[src/rtl/i2c_stretch_slave.sv]
module i2c_stretch_slave #(
  parameter int ADDR_W = 7
) (
  input  logic              clk,
  input  logic              rst_n,
  input  logic              scl_i,
  input  logic              sda_i,
  input  logic [ADDR_W-1:0] own_addr,
  input  logic [ADDR_W:0]   tx_byte,
  input  logic              tx_dir,
  input  logic              ack_dis,
  input  logic              release_i,
  output logic              scl_low_o,
  output logic              sda_low_o,
  output logic [ADDR_W:0]   rx_byte,
  output logic              first_o,
  output logic              rw_o,
  output logic              match_o,
  output logic              stop_o,
  output logic              rx_ack_o,
  output logic              irq_o
);
  localparam int BW = ADDR_W + 1;
  localparam int CW = $clog2(BW + 1);

  typedef enum logic [2:0] {IDLE, RECV, AACK, SEND, MACK, HOLD} st_t;

  st_t           st;
  logic          scl_q, sda_q, sel, addr_ph;
  logic [CW-1:0] cnt;
  logic [BW-1:0] sh;

  wire scl_rise  = scl_i & ~scl_q;
  wire scl_fall  = ~scl_i & scl_q;
  wire start_ev  = scl_i & scl_q & sda_q & ~sda_i;
  wire stop_ev   = scl_i & scl_q & ~sda_q & sda_i;
  wire byte_done = (cnt == CW'(BW));
  wire last_bit  = (cnt == CW'(BW - 1));
  wire hit       = (sh[BW-1:1] == own_addr);

  always_ff @(posedge clk or negedge rst_n) begin
    if (!rst_n) begin
      st        <= IDLE;
      scl_q     <= 1'b1;
      sda_q     <= 1'b1;
      sel       <= 1'b0;
      addr_ph   <= 1'b0;
      cnt       <= '0;
      sh        <= '0;
      scl_low_o <= 1'b0;
      sda_low_o <= 1'b0;
      rx_byte   <= '0;
      first_o   <= 1'b0;
      rw_o      <= 1'b0;
      match_o   <= 1'b0;
      stop_o    <= 1'b0;
      rx_ack_o  <= 1'b0;
      irq_o     <= 1'b0;
    end else begin
      scl_q <= scl_i;
      sda_q <= sda_i;
      if (release_i) begin
        irq_o  <= 1'b0;
        stop_o <= 1'b0;
      end
      if (stop_ev) begin
        st        <= IDLE;
        cnt       <= '0;
        sda_low_o <= 1'b0;
        scl_low_o <= 1'b0;
        sel       <= 1'b0;
        if (sel) begin
          stop_o <= 1'b1;
          irq_o  <= 1'b1;
        end
      end else if (start_ev) begin
        st        <= RECV;
        addr_ph   <= 1'b1;
        cnt       <= '0;
        sda_low_o <= 1'b0;
        stop_o    <= 1'b0;
        sel       <= 1'b0;
      end else begin
        case (st)
          RECV: begin
            if (scl_rise && !byte_done) begin
              sh  <= {sh[BW-2:0], sda_i};
              cnt <= cnt + 1'b1;
            end else if (scl_fall && byte_done) begin
              cnt <= '0;
              if (addr_ph && !hit) begin
                match_o <= 1'b0;
                st      <= IDLE;
              end else begin
                if (addr_ph) begin
                  sel     <= 1'b1;
                  match_o <= 1'b1;
                  rw_o    <= sh[0];
                end
                addr_ph   <= 1'b0;
                first_o   <= addr_ph;
                rx_byte   <= sh;
                sda_low_o <= ~ack_dis;
                st        <= AACK;
              end
            end
          end
          AACK: begin
            if (scl_fall) begin
              sda_low_o <= 1'b0;
              scl_low_o <= 1'b1;
              irq_o     <= 1'b1;
              st        <= HOLD;
            end
          end
          HOLD: begin
            if (release_i) begin
              scl_low_o <= 1'b0;
              cnt       <= '0;
              if (tx_dir) begin
                sh        <= tx_byte;
                sda_low_o <= ~tx_byte[BW-1];
                st        <= SEND;
              end else begin
                st <= RECV;
              end
            end
          end
          SEND: begin
            if (scl_fall) begin
              if (last_bit) begin
                sda_low_o <= 1'b0;
                cnt       <= '0;
                st        <= MACK;
              end else begin
                cnt       <= cnt + 1'b1;
                sh        <= {sh[BW-2:0], 1'b0};
                sda_low_o <= ~sh[BW-2];
              end
            end
          end
          MACK: begin
            if (scl_rise) begin
              rx_ack_o <= sda_i;
            end else if (scl_fall) begin
              if (rx_ack_o) begin
                st <= IDLE;
              end else begin
                scl_low_o <= 1'b1;
                irq_o     <= 1'b1;
                st        <= HOLD;
              end
            end
          end
          default: ;
        endcase
      end
    end
  end
endmodule


[config.mk]
export PLATFORM = sky130hd
export DESIGN_NAME = i2c_stretch_slave
export DESIGN_NICKNAME = d
export VERILOG_FILES = /design/src/rtl/i2c_stretch_slave.sv
export SDC_FILE = /design/constraint.sdc
export NUM_CORES = 1
export LEC_CHECK = 0
export ABC_AREA = 1
export BUFFER_PORTS_ARGS = -buffer_cell sky130_fd_sc_hd__clkbuf_2
export CORE_MARGIN = 2
export CORE_UTILIZATION = 30
export DETAILED_ROUTE_END_ITERATION = 12
export PLACE_DENSITY = 0.53
export SYNTH_ARGS = -nofsm -noshare
export SYNTH_HDL_FRONTEND = slang
export SYNTH_SLANG_ARGS = --single-unit
export TNS_END_PERCENT = 20
[constraint.sdc]
create_clock -name clk -period 2 [get_ports clk]
set_input_delay 0.4 -clock clk [delete_from_list [all_inputs] [get_ports clk]]
set_output_delay 0.4 -clock clk [all_outputs]
set_load 0.05 [all_outputs]
Word level (Yosys, flattened, before mapping). Index checks and enable logic that the tools add are counted. Widths: inputs -> output; s select.

$add $sub $neg: 1. $mul: 0. Divide/modulo/power cells: 0. $lt $le $gt $ge: 0. Equal/unequal tests: 34. Shifts and indexed selects: 0. Mux-type cells: 73. Bitwise logic cells: 18. Reduce and logical (&&, ||, !) cells: 27.

Operator list (count): $mux 1 (42); $mux 8 (5); $ne 4x4->1 const B (10); $mux 3 (11); $mux 4 (7); $pmux 8 s3 (1); $ne 3x3->1 const B (7); $reduce_and 8->1 (2); $pmux 3 s5 (1); $ne 2x2->1 const B (7); $reduce_and 7->1 (2); $pmux 4 s3 (1); $reduce_and 6->1 (2); $reduce_bool 3->1 (4); $not 1->1 (11); $reduce_and 5->1 (2); $reduce_and 9->1 (1); $reduce_and 4->1 (2); $and 1x1->1 (7); $eq 7x7->1 (1); $reduce_bool 7->1 (1); $eq 3x2->1 const B (2); $eq 3x3->1 const B (2); $reduce_bool 2->1 (3); 15 further kinds (19).

Bits in registers: 35. Bits in latches: 0. Memory bits (writable): 0. Bits in read-only memories: 0. Input port bits: 22. Output and inout bits: 16. Logic and storage cells: 169. Memories: 0.

Longest topological paths before layout.
Depth in word-level cells: 9. Mapped depth: 12. Depth with buffers taken out: 12.

Least setup slack after synthesis. Ideal clock, no wire load.

Path kind: reg-to-reg. Start: register cnt[0]. End: register cnt[0]. Setup time: 0.077 ns. Arrival time: 1.484 ns. Data required time: 1.923 ns. Path slack: 0.440 ns. Stages on the path, launching flop included: 9. Path buffers: 0. Period minus slack after synthesis: 1.560 ns. Cells stage by stage: dfrtp_1 > inv_1 > ha_1 > nand2_1 > o21ai_1 > nand2_1 > o211ai_4 > nand2_1 > o21ai_1.

Longest elaborated chain between the ends: 7. Elaborated cells between the ends (all ways): 14. Classes of those cells: add/sub: 1; eq/ne: 3; mux: 6; reduce/logical: 4.

RTL lines: from (decl) (RTL line 30) `logic [CW-1:0] cnt;`; from (signal assigned) (RTL line 88) `cnt <= cnt + 1'b1;`; from (signal assigned) (RTL line 136) `cnt <= cnt + 1'b1;`; branches (longest 7 deep; another with $add 4x1->4).

Several ways; the timed one is not identified. The select of a mux whose other input is x is not followed. A chain may end at the register's enable or synchronous reset.

Final worst setup path.
Start: register scl_q. End: register st[1].

Longest elaborated chain between the ends: 5. Elaborated cells between the ends (all ways): 22. Classes of those cells: eq/ne: 8; mux: 2; bitwise: 8; reduce/logical: 4.

RTL lines: from (decl) (RTL line 29) `logic scl_q, sda_q, sel, addr_ph;`; from (signal assigned) (RTL line 60) `scl_q <= scl_i;`; $and 1x1->1 / $not 1->1 (equally long branches) (RTL line 35, 36, 33); $and 1x1->1 (on tied branches) (RTL line 35, 33, 36); $and 1x1->1 (tied with other cells) (RTL line 35) `wire start_ev = scl_i & scl_q & sda_q & ~sda_i;`; $ne 4x4->1 (no source line) (tied with other cells); $reduce_and 9->1 (no source line) / $mux 3 (equally long branches); to (signal assigned) (RTL line 43) `st <= IDLE;`; to (signal assigned) (RTL line 67) `st <= IDLE;`; to (signal assigned) (RTL line 77) `st <= RECV;`; to (decl) (RTL line 28) `st_t st;`.

Parallel ways exist; a longest one is shown, timed or not.

==> flow_metrics.env <==
export IMPL_tritoncts="done"
export IMPL_syn_num_nets=304
export IMPL_ys_seq_elements=35
export IMPL_gate_count_of_the_mapped_netlist=280
export IMPL_comb_power_share_pct=40.3
export IMPL_clock_skew_final_ns=0.00565
export IMPL_switching_share_pct=42.2
export IMPL_finalNonFillerCells=424
export IMPL_arrival_time_of_data_at_the_critical_path_endpoint_ns=2.01
export IMPL_grt_antenna_before_repair=0
export IMPL_initial_utilization_pct=30.5
export IMPL_synth_async_reset_ratio_pct=100
export IMPL_synth_area_top_cells="sky130_fd_sc_hd__dfrtp_1 38%, sky130_fd_sc_hd__nand2_1 15%, sky130_fd_sc_hd__o21ai_0 5.8%"
export IMPL_drt_vias_per_instance=4.38
export IMPL_die_boundary_width_um=89.2
export IMPL_ys_types=37
export IMPL_post_cts_setup_buffers=0
export IMPL_drt_drc_violations_left=0
export IMPL_power_total_mw=2.77
export IMPL_die_h_um=89.2
export IMPL_boundaryPins=38
export IMPL_wirelength_mm=5.22
export IMPL_core_area_mm2=0.00714
export IMPL_first_global_vias=1819
export IMPL_hold_viol_final=0
export IMPL_place_hpwl_mm=4.10
export IMPL_cpPeakStageDelay_ns=0.54
export IMPL_net_switching_power_mw=1.17
export IMPL_clk_pin_slew_ns=0.08
export IMPL_avgSynthCellArea_um2=7.77
export IMPL_die_area_mm2=0.00795
export IMPL_critical_path_class="reg2reg"
export IMPL_maxSlewHeadroom_pct=69.3
export IMPL_grt_usage_pct=14.5
export IMPL_postRouteAntennaNets=0
export IMPL_max_vdd_ir_drop_v=0.000431
export IMPL_replace_congestion=0.897
export IMPL_most_frequent_standard_cell_in_the_layout_excluding_fill_and_tap_cells="sky130_fd_sc_hd__nand2_1"
export IMPL_clock_tree_htree_level_count=2
export IMPL_timing_max_transition_violations_final=0
export IMPL_post_drt_wl_per_cell_um=12.3
export IMPL_clk_pwr_share_pct=24.0
export IMPL_post_syn_area_mm2=0.00218
export IMPL_cts_resized_gates=0
export IMPL_min_path_type="in2async"
export IMPL_layout_nets=348
export IMPL_final_period_util_pct=88.4
export IMPL_critPathCaptureType="register"
export IMPL_crit_path_cell_trace="nand2_2 -> nor3_2 -> nor2_2 -> buf_4 -> nand2_2 -> nand2_2 -> nor2_4 -> nand2_1 -> nor2_2 -> nand2_1 -> nand2_1"
export IMPL_cts_num_sinks=35
export IMPL_finalWorstPathRequiredPeriod_ns=1.77
export IMPL_firstDrtPassIters=4
export IMPL_post_cts_hold_buffer_count=0
export IMPL_grt_first_pass_wirelength_mm=8.80
export IMPL_seq_total_area_yosys_pct=40.4
export IMPL_setup_total_negative_slack_ns=0
export IMPL_yosys_top_cell_by_area="sky130_fd_sc_hd__dfrtp_1"
export IMPL_dr_total_vias=1856
export IMPL_maximum_clock_path_buffer_count=2
export IMPL_max_cap_violations=0
export IMPL_numCtsBuffers=5
export IMPL_cts_root_buffer_cell="sky130_fd_sc_hd__clkbuf_8"
export IMPL_ys_warn_count=0
export IMPL_setup_failing_eps_final=0
export IMPL_synth_top_area_share_pct=38.0
export IMPL_pwr_share_seq_pct=35.7
export IMPL_power_density_mw_per_mm2=1060
export IMPL_rows=31
export IMPL_mostFrequentLayoutCells="87 x sky130_fd_sc_hd__nand2_1, 37 x sky130_fd_sc_hd__clkbuf_2, 33 x sky130_fd_sc_hd__dfrtp_1"
export IMPL_placedCellCount=416
export IMPL_run_status="completed"
export IMPL_grt_start_max_net_pins=21
export IMPL_critPathSlowestCell="sky130_fd_sc_hd__dfstp_2"
export IMPL_synth_enable_flop_cells=0
export IMPL_post_route_cells_drive_above_1_share_pct=30.8
export IMPL_p_leak_nw=1.37
export IMPL_globalRouteOverflowTotal=0
export IMPL_rsz0062_at_grt="no"
export IMPL_detail_route_iter0_violations=64
export IMPL_worst_endpoint_required_ns=2.24
export IMPL_antenna_cells=0
export IMPL_port_buffers=37
export IMPL_synth_ff_type="sky130_fd_sc_hd__dfrtp_1"
export IMPL_path_max_fanout=11
export IMPL_max_freq_mhz=566
export IMPL_worstSetupStartpointType="register"
export IMPL_tightestPinTransition_ns=0.460
export IMPL_area_delta_synth_final_pct=19.5
export IMPL_fillers=799
export IMPL_clock_latency_ns=0.29
export IMPL_internal_power_mw=1.60
-- path summary, 6_finish.rpt --
path	end	start	cells after the start	slack [ns]
worst max-delay path	st[1]	scl_q	11	0.23
worst min-delay path	rx_byte[3]	rst_n	1	0.04
worst max register to register	st[1]	scl_q	11	0.23
worst min register to register	scl_low_o	scl_low_o	2	0.47
max in group asynchronous	cnt[2]	rst_n	2	1.50
min in group clk	scl_q	scl_i	1	0.24
-- power by group through the flow --
stage	sequential, mW	clock [mW]	combinational, mW
2_1_floorplan	1.09	0	0.809
5_1_grt	1.01	0.719	1.28
6_report	0.988	0.664	1.11
3_5_place_dp	1.01	0	1.13
4_1_cts	0.990	0.684	1.13
3_3_place_gp	1.00	0	1.13
-- synth_stat cells, types with 2 or more instances --
cell type and count:
sky130_fd_sc_hd__xnor2_1 2, sky130_fd_sc_hd__inv_2 8, sky130_fd_sc_hd__nor3_1 2, sky130_fd_sc_hd__nor2_2 6, sky130_fd_sc_hd__ha_1 2, sky130_fd_sc_hd__dfrtp_1 33, sky130_fd_sc_hd__nand3_1 17, sky130_fd_sc_hd__nand2_1 87
sky130_fd_sc_hd__o21ai_1 6, sky130_fd_sc_hd__inv_1 30, sky130_fd_sc_hd__dfstp_2 2, sky130_fd_sc_hd__xor2_1 2, sky130_fd_sc_hd__nand3_2 3, sky130_fd_sc_hd__nand2_2 7, sky130_fd_sc_hd__nor2_1 10, sky130_fd_sc_hd__nor2_4 4
sky130_fd_sc_hd__a211oi_1 2, sky130_fd_sc_hd__o21ai_2 10, sky130_fd_sc_hd__nor3_2 2, sky130_fd_sc_hd__o21ai_0 25, sky130_fd_sc_hd__nand2_4 4
-- critical path: cells and delay by family, from the launching register on --
kind / cells / cell delay [ns]
buffers and inverters: 1 / 0.19
DFF: 1 / 0.54
and+or+nand+nor: 10 / 0.98
-- registers in the layout, indices dropped and copies added (netlist names) --
register / count
first_o: 1
match_o: 1
rx_byte: 8
st: 3
sel: 1
scl_q: 1
sda_q: 1
stop_o: 1
addr_ph: 1
rx_ack_o: 1
cnt: 4
scl_low_o: 1
rw_o: 1
sda_low_o: 1
sh: 8
irq_o: 1
-- final cells by class --
type                            instances  area (µm²)  share of cell area (%)
Timing Repair Buffer                   41         228                    8.76
Sequential cell                        35         878                    33.8
Inverter                               40         155                    5.97
Multi-Input combinational cell        201        1100                    42.4
Clock inverter                          3        43.8                    1.68
Clock buffer                            5        68.8                    2.65
Tap cell                               99         124                    4.76
-- per-layer routing --
layer,vias to the layer above,wire [µm],GRT usage [%]
li1,975,-,-
met1,833,2450,19.3
met2,41,2480,24.0
met3,7,231,2.95
met4,0,55,3.66
met5,-,0,0
-- logic make-up (layout without fill, tap and decap cells) --
kind of cell	count (synthesis)	in the layout	synth area share (%)
xor gates and xnor gates	4	4	1.61
AOI/OAI and AO/OA	50	50	15.3
DFF	35	35	40.4
and+or+nand+nor	145	145	32.6
buffers and inverters	44	89	8.97
adders and majority gates	2	2	1.15
-- metrics by stage --
step	area (µm²)	hold WS (ns)	util, %	setup slack, ns
2_1_floorplan	2180	0.104	-	0.440
3_3_place_gp	2490	0.365	34.9	0.246
3_5_place_dp	2490	0.371	34.9	0.201
4_1_cts	2600	0.0513	36.4	0.226
5_1_grt	2600	0.0627	36.4	0.0459
6_report	2600	0.0397	36.4	0.232
Note: power is estimated with default switching activity, not from simulation.
